File: src/rtl/sdram_boot_pkg.sv
package sdram_boot_pkg;

  // {cs_n, ras_n, cas_n, we_n}
  typedef enum logic [3:0] {
    CMD_LMR = 4'b0000,
    CMD_REF = 4'b0001,
    CMD_PRE = 4'b0010,
    CMD_NOP = 4'b0111
  } sdr_cmd_e;

  typedef enum logic [1:0] {
    SEQ_HANDSHAKE,
    SEQ_SPACING,
    SEQ_RUNNING,
    SEQ_FAULT
  } seq_phase_e;

  // step order is behaviour: CKE, precharge, refresh burst, mode load
  typedef enum logic [1:0] {
    STEP_CKE,
    STEP_PRE,
    STEP_REF,
    STEP_LMR
  } seq_step_e;

  function automatic logic [15:0] mode_word(input int unsigned bl_code,
                                            input bit interleave,
                                            input int unsigned cas,
                                            input bit single_wr);
    logic [15:0] w;
    w       = '0;
    w[2:0]  = bl_code[2:0];
    w[3]    = interleave;
    w[6:4]  = cas[2:0];
    w[8:7]  = 2'b00;
    w[9]    = single_wr;
    return w;
  endfunction

endpackage

File: src/rtl/sdram_boot_rstsync.sv
module sdram_boot_rstsync #(
  parameter int unsigned STAGES = 2
) (
  input  logic clk,
  input  logic arst_n,
  output logic srst_n
);
  logic [STAGES-1:0] sync_q;

  always_ff @(posedge clk or negedge arst_n) begin
    if (!arst_n) sync_q <= '0;
    else         sync_q <= {sync_q[STAGES-2:0], 1'b1};
  end

  assign srst_n = sync_q[STAGES-1];
endmodule

File: src/rtl/sdram_boot_downcnt.sv
module sdram_boot_downcnt #(
  parameter int unsigned W       = 8,
  parameter logic [W-1:0] RST_VAL = '0
) (
  input  logic         clk,
  input  logic         rst_n,
  input  logic         load,
  input  logic [W-1:0] load_val,
  input  logic         dec,
  output logic         zero
);
  logic [W-1:0] cnt_q, cnt_d;

  always_comb begin
    cnt_d = cnt_q;
    if (load)                     cnt_d = load_val;
    else if (dec && cnt_q != '0)  cnt_d = cnt_q - 1'b1;
  end

  always_ff @(posedge clk or negedge rst_n) begin
    if (!rst_n) cnt_q <= RST_VAL;
    else        cnt_q <= cnt_d;
  end

  assign zero = (cnt_q == '0);
endmodule

File: src/rtl/sdram_boot_refresh_tmr.sv
module sdram_boot_refresh_tmr #(
  parameter int unsigned INTERVAL = 761
) (
  input  logic clk,
  input  logic rst_n,
  input  logic start,
  input  logic ack,
  output logic req
);
  localparam int unsigned W = $clog2(INTERVAL + 1);
  localparam logic [W-1:0] RELOAD = W'(INTERVAL - 1);

  logic run_q, run_d, req_q, req_d, tick, zero;

  assign tick = run_q & zero;

  sdram_boot_downcnt #(.W(W), .RST_VAL(RELOAD)) u_cnt (
    .clk      (clk),
    .rst_n    (rst_n),
    .load     (start | tick),
    .load_val (RELOAD),
    .dec      (run_q),
    .zero     (zero)
  );

  always_comb begin
    run_d = run_q | start;
    req_d = req_q;
    if (tick)     req_d = 1'b1;
    else if (ack) req_d = 1'b0;
  end

  always_ff @(posedge clk or negedge rst_n) begin
    if (!rst_n) begin
      run_q <= 1'b0;
      req_q <= 1'b0;
    end else begin
      run_q <= run_d;
      req_q <= req_d;
    end
  end

  assign req = req_q;
endmodule

File: src/rtl/sdram_boot_seq.sv
module sdram_boot_seq
  import sdram_boot_pkg::*;
#(
  parameter int unsigned ROW_W           = 13,
  parameter int unsigned BANK_COUNT      = 4,
  parameter int unsigned PWRUP_CYCLES    = 1000000,
  parameter int unsigned T_PRE           = 3,
  parameter int unsigned T_RFC           = 7,
  parameter int unsigned T_MRD           = 2,
  parameter int unsigned INIT_REFRESHES  = 8,
  parameter int unsigned WAIT_LIMIT      = 65535,
  parameter int unsigned RETENTION_US    = 64000,
  parameter int unsigned ROW_COUNT       = 8192,
  parameter int unsigned SDCLK_MHZ       = 100,
  parameter int unsigned REFRESH_MARGIN  = 20,
  parameter int unsigned MR_BURST_CODE   = 0,
  parameter bit          MR_INTERLEAVE   = 1'b0,
  parameter int unsigned MR_CAS          = 3,
  parameter bit          MR_WRITE_SINGLE = 1'b1
) (
  input  logic                          clk,
  input  logic                          rst_n,
  input  logic                          ctrl_ready,
  input  logic                          refresh_ack,
  output logic                          cke,
  output logic                          cs_n,
  output logic                          ras_n,
  output logic                          cas_n,
  output logic                          we_n,
  output logic [$clog2(BANK_COUNT)-1:0] ba,
  output logic [ROW_W-1:0]              addr,
  output logic                          init_done,
  output logic                          init_error,
  output logic                          refresh_req
);
  localparam int unsigned BANK_W = $clog2(BANK_COUNT);
  localparam int unsigned GAP_W  = $clog2(PWRUP_CYCLES + T_PRE + T_RFC + T_MRD + 1);
  localparam int unsigned WAIT_W = $clog2(WAIT_LIMIT + 1);
  localparam int unsigned REFS_W = $clog2(INIT_REFRESHES + 1);
  localparam int unsigned REFI_CYCLES =
    RETENTION_US * SDCLK_MHZ / ROW_COUNT - REFRESH_MARGIN;
  localparam logic [ROW_W-1:0] MODE_WORD =
    ROW_W'(mode_word(MR_BURST_CODE, MR_INTERLEAVE, MR_CAS, MR_WRITE_SINGLE));
  localparam logic [WAIT_W-1:0] WAIT_RELOAD = WAIT_W'(WAIT_LIMIT - 1);

  logic              core_rst_n;
  seq_phase_e        phase_q, phase_d;
  seq_step_e         step_q, step_d;
  logic [REFS_W-1:0] refs_q, refs_d;
  sdr_cmd_e          cmd_q, cmd_d;
  logic [ROW_W-1:0]  addr_q, addr_d;
  logic              cke_q, cke_d, done_q, done_d, err_q, err_d;
  logic              issue, gap_load, gap_zero, wait_load, wait_zero, tmr_start;
  logic [GAP_W-1:0]  gap_val;

  sdram_boot_rstsync #(.STAGES(2)) u_rst (
    .clk(clk), .arst_n(rst_n), .srst_n(core_rst_n)
  );

  sdram_boot_downcnt #(.W(GAP_W), .RST_VAL('0)) u_gap (
    .clk(clk), .rst_n(core_rst_n), .load(gap_load), .load_val(gap_val),
    .dec(phase_q == SEQ_SPACING), .zero(gap_zero)
  );

  sdram_boot_downcnt #(.W(WAIT_W), .RST_VAL(WAIT_RELOAD)) u_wait (
    .clk(clk), .rst_n(core_rst_n), .load(wait_load), .load_val(WAIT_RELOAD),
    .dec((phase_q == SEQ_HANDSHAKE) && !ctrl_ready), .zero(wait_zero)
  );

  sdram_boot_refresh_tmr #(.INTERVAL(REFI_CYCLES)) u_tmr (
    .clk(clk), .rst_n(core_rst_n), .start(tmr_start), .ack(refresh_ack),
    .req(refresh_req)
  );

  // next-state logic
  always_comb begin
    phase_d   = phase_q;
    step_d    = step_q;
    refs_d    = refs_q;
    cke_d     = cke_q;
    done_d    = done_q;
    err_d     = err_q;
    cmd_d     = CMD_NOP;
    addr_d    = '0;
    issue     = 1'b0;
    gap_load  = 1'b0;
    gap_val   = '0;
    wait_load = 1'b0;
    tmr_start = 1'b0;

    unique case (phase_q)
      SEQ_HANDSHAKE: begin
        if (ctrl_ready) begin
          issue = 1'b1;
        end else if (wait_zero) begin
          phase_d = SEQ_FAULT;
          err_d   = 1'b1;
        end
      end
      SEQ_SPACING: begin
        if (gap_zero) begin
          if (step_q == STEP_REF && refs_q != REFS_W'(INIT_REFRESHES)) begin
            issue = 1'b1;
          end else if (step_q == STEP_LMR) begin
            phase_d   = SEQ_RUNNING;
            done_d    = 1'b1;
            tmr_start = 1'b1;
          end else begin
            phase_d   = SEQ_HANDSHAKE;
            wait_load = 1'b1;
            unique case (step_q)
              STEP_CKE: step_d = STEP_PRE;
              STEP_PRE: step_d = STEP_REF;
              default:  step_d = STEP_LMR;
            endcase
          end
        end
      end
      default: ;
    endcase

    if (issue) begin
      phase_d  = SEQ_SPACING;
      gap_load = 1'b1;
      unique case (step_q)
        STEP_CKE: begin
          cke_d   = 1'b1;
          gap_val = GAP_W'(PWRUP_CYCLES - 1);
        end
        STEP_PRE: begin
          cmd_d      = CMD_PRE;
          addr_d[10] = 1'b1;
          gap_val    = GAP_W'(T_PRE - 1);
        end
        STEP_REF: begin
          cmd_d   = CMD_REF;
          refs_d  = refs_q + 1'b1;
          gap_val = GAP_W'(T_RFC - 1);
        end
        STEP_LMR: begin
          cmd_d   = CMD_LMR;
          addr_d  = MODE_WORD;
          gap_val = GAP_W'(T_MRD - 1);
        end
      endcase
    end
  end

  // state registers
  always_ff @(posedge clk or negedge core_rst_n) begin
    if (!core_rst_n) begin
      phase_q <= SEQ_HANDSHAKE;
      step_q  <= STEP_CKE;
      refs_q  <= '0;
      cmd_q   <= CMD_NOP;
      addr_q  <= '0;
      cke_q   <= 1'b0;
      done_q  <= 1'b0;
      err_q   <= 1'b0;
    end else begin
      phase_q <= phase_d;
      step_q  <= step_d;
      refs_q  <= refs_d;
      cmd_q   <= cmd_d;
      addr_q  <= addr_d;
      cke_q   <= cke_d;
      done_q  <= done_d;
      err_q   <= err_d;
    end
  end

  assign {cs_n, ras_n, cas_n, we_n} = cmd_q;
  assign addr       = addr_q;
  assign ba         = BANK_W'(0);
  assign cke        = cke_q;
  assign init_done  = done_q;
  assign init_error = err_q;
endmodule

File: config.mk
export PLATFORM = sky130hd
export DESIGN_NAME = sdram_boot_seq
export DESIGN_NICKNAME = d
export VERILOG_FILES = /design/src/rtl/sdram_boot_pkg.sv /design/src/rtl/sdram_boot_rstsync.sv /design/src/rtl/sdram_boot_downcnt.sv /design/src/rtl/sdram_boot_refresh_tmr.sv /design/src/rtl/sdram_boot_seq.sv
export SDC_FILE = /design/constraint.sdc
export NUM_CORES = 1
export LEC_CHECK = 0
export BUFFER_PORTS_ARGS = -buffer_cell sky130_fd_sc_hd__buf_4
export CORE_MARGIN = 2
export CORE_UTILIZATION = 45
export CTS_CLUSTER_SIZE = 30
export DETAILED_ROUTE_END_ITERATION = 10
export RECOVER_POWER = 50
export SLEW_MARGIN = 20
export SYNTH_ARGS = -nofsm -noshare
export SYNTH_HDL_FRONTEND = slang
export SYNTH_HIERARCHICAL = 1
export SYNTH_SLANG_ARGS = --single-unit
File: constraint.sdc
create_clock -name clk -period 5 [get_ports clk]
set_input_delay 0.75 -clock clk [delete_from_list [all_inputs] [get_ports clk]]
set_output_delay 0.75 -clock clk [all_outputs]
set_load 0.02 [all_outputs]
==> out/metrics.yaml <==
timing:
  setup_viol: 0
  clock.fmax_ghz: 0.257
  period_minus_slack_ns: 3.90
  rsz0062_at_grt: "no"
  finalCritPeriodShare_pct: 77.9
  tightestPinTransition_ns: 3.48
  fin_setup_tns_ns: 0
  relSlewSlack_pct: -132
  drv_slew: 65
  holdWs_ns: 0.178
  hold_violations: 0
  finalClockSkew_ns: 0.00724
die:
  die_w_um: 101
  die_y_um: 101
  floorplan.die_area_sq_mm: 0.0102
  ios: 27
  core_sq_mm: 0.00915
  start_util_pct: 46.1
  rows: 35
cts:
  cts-root-buf: "clkbuf_8"
  clkTransAtPathRegs_ns: 0.07
  holdBufCountCts: 0
  post_cts_buffers: 0
  clock_latency_ns: 0.35
  htreeDepth: 3
  numCtsBuffers: 9
  post_cts_resized: 0
  cts_sinks: 66
  clockBufferDepth: 2
  cts_tree: "built"
synth:
  ys_seq_elements: 66
  yosysSeqAreaShare_pct: 39.9
  async_flop_share_pct: 100
  synth-edff-count: 0
  yosys_warnings: 6
  synth_ff_type: "dfrtp_1"
  syn_inst: 458
  syn_avg_cell_area_sq_um: 9.20
  syn_area_sq_mm: 0.00422
  synth_cell_types: 71
global_route:
  antenna_found_initial: 0
  overflow: 0
  grtUsageTotal_pct: 18.7
  grt_max_degree: 65
  grt_pass1_wl_um: 15100
  grt_pass1_vias: 3207
layout:
  fin_util_pct: 50.8
  drive_above_1_share_pct: 15.3
  fin_area_sq_mm: 0.00465
  n_antenna_cell: 0
  num-nets-final: 514
  area_growth_pct: 10.2
place:
  dp_hpwl_um: 5960
  placed_area_sq_mm: 0.00446
  port_buffers: 14
  gp_congestion: 0.815
worst_setup_path:
  start_kind: "flip-flop"
  critPathRequiredTime_ns: 5.19
  arrival_ns: 4.09
  end_kind: "flip-flop"
  path_max_fanout: 53
  critical_path_class: "flip-flop to flip-flop"
  worst-r2r-cell-count: 10
hold_path:
  hp-class: "primary input to asynchronous set/reset pin"
detailed_routing:
  drt_iter0_drc: 115
  wl_per_cell_um: 14.5
  viasPerCell: 5.57
  drt_first_pass_iters: 4
  ant_nets: 0
  drt_wl_total_um: 8910
  vias: 3413
  drc: 0
power_and_ir_drop:
  finalPower_uw: 1160
  leakagePower_uw: 0.00187
  pwr_density_cell_mw_per_mm2: 250
  vdd_drop_max_mv: 0.149
status:
  outcome: "finished, violations left"
  violations: "max-capacitance violations, max-slew violations"
flow_run:
  max_cap_viol_count: 1
final cells by class:
class | instances | area, sq um
Clock buffer | 15 | 196
Clock inverter | 1 | 5.00
Fill cell | 883 | 4510
Inverter | 26 | 97.6
Multi-Input combinational cell | 375 | 2400
Sequential cell | 66 | 1680
Tap cell | 111 | 139
Timing Repair Buffer | 19 | 124
power breakdown:
part           total (uW)  internal, uW  switching, uW
Sequential            597           564           32.9
Combinational         115          45.0           70.1
Clock                 450           248            202
sequential cells by signal (all words and copies together) (netlist names):
name,count
u_rst/sync_q,2
u_tmr/run_q,1
init_done,1
cke,1
u_tmr/req,1
phase_q,2
u_tmr/u_cnt/cnt_q,10
refs_q,4
u_wait/cnt_q,16
init_error,1
step_q,2
cmd_q,3
addr,2
u_gap/cnt_q,20
metrics by stage:
stage | worst slack [ns] | std cells
final | 1.10 | 613
after global routing | 0.659 | 613
after CTS | 1.16 | 613
after detailed placement | 1.18 | 597
after global placement | 1.28 | 597
after floorplan | 1.41 | 500
cell usage in the layout, fill, tap and decap left out, types with 7 or more instances in the layout:
cell type,Yosys,final
nand4_1,8,8
o21ai_0,17,17
conb_1,5,47
nor3_1,11,11
dfrtp_1,42,41
nand2_1,33,33
nand3_1,12,12
a21oi_1,14,14
clkbuf_8,0,14
nor4_1,11,11
nor2b_1,14,14
dfstp_2,24,24
or4_1,13,13
o21ai_1,7,7
buf_4,15,14
ha_1,13,13
a31oi_1,11,11
or3_1,7,7
and2_1,8,8
inv_1,26,26
nor2_1,35,35
worst paths after layout:
| check | startpoint | endpoint | slack (ns) |
|---|---|---|---|
| setup / recovery | u_gap/cnt_q[6]$_DFFE_PN0P_ | u_gap/cnt_q[3]$_DFFE_PN0P_ | 1.10 |
| hold / removal | rst_n | u_rst/sync_q[0]$_DFF_PN0_ | 0.18 |
| setup reg to reg | u_gap/cnt_q[6]$_DFFE_PN0P_ | u_gap/cnt_q[3]$_DFFE_PN0P_ | 1.10 |
| hold reg to reg | u_rst/sync_q[0]$_DFF_PN0_ | u_rst/sync_q[1]$_DFF_PN0_ | 0.37 |
| max in group asynchronous | u_rst/sync_q[1]$_DFF_PN0_ | u_tmr/u_cnt/cnt_q[8]$_DFFE_PN0P_ | 1.51 |
| min in group clk | u_rst/sync_q[0]$_DFF_PN0_ | u_rst/sync_q[1]$_DFF_PN0_ | 0.37 |
cells in the mapped netlist (all sizes together) (13+ instances only):
master  instances  area [sq um]
nand2          33           124
dfrtp          42          1050
nor2b          14          87.6
inv            26          97.6
ha             13           163
a21oi          14          70.1
clkbuf         14          52.6
or4            14           109
o21ai          24           120
nor2           35           131
dfstp          24           631
buf            19           139
nor3           13          75.1
nor4           13          93.8
cells by family after synthesis:
family                     after synthesis  synth area share, %
and+or+nand+nor                        188                 25.8
AOI/OAI and AO/OA                      111                 19.4
DFF                                     66                 39.9
buffers and inverters                   59                 6.86
adders and majority gates               13                 3.86
muxes                                   10                 2.52
xor gates and xnor gates                 6                 1.25
other                                    5                0.445
metal layers:
layer,up-vias,GRT usage [%],part of all wire (%)
met5,-,0,0
met4,0,5.16,1.1
met3,13,4.58,3.3
met2,60,30.7,48
met1,1621,24.5,47
li1,1719,-,-
worst max-delay path, cell delays in order, from the launching register on:
cell and delay (ns):
dfrtp_1 0.41, or4_1 0.67, or4_1 0.76, nor3_2 0.25
and3b_4 0.26, a31oi_1 0.30, inv_1 0.13, buf_4 0.42
inv_1 0.25, o211ai_1 0.15, o311ai_0 0.14
Note: power is estimated with default switching activity, not from simulation.
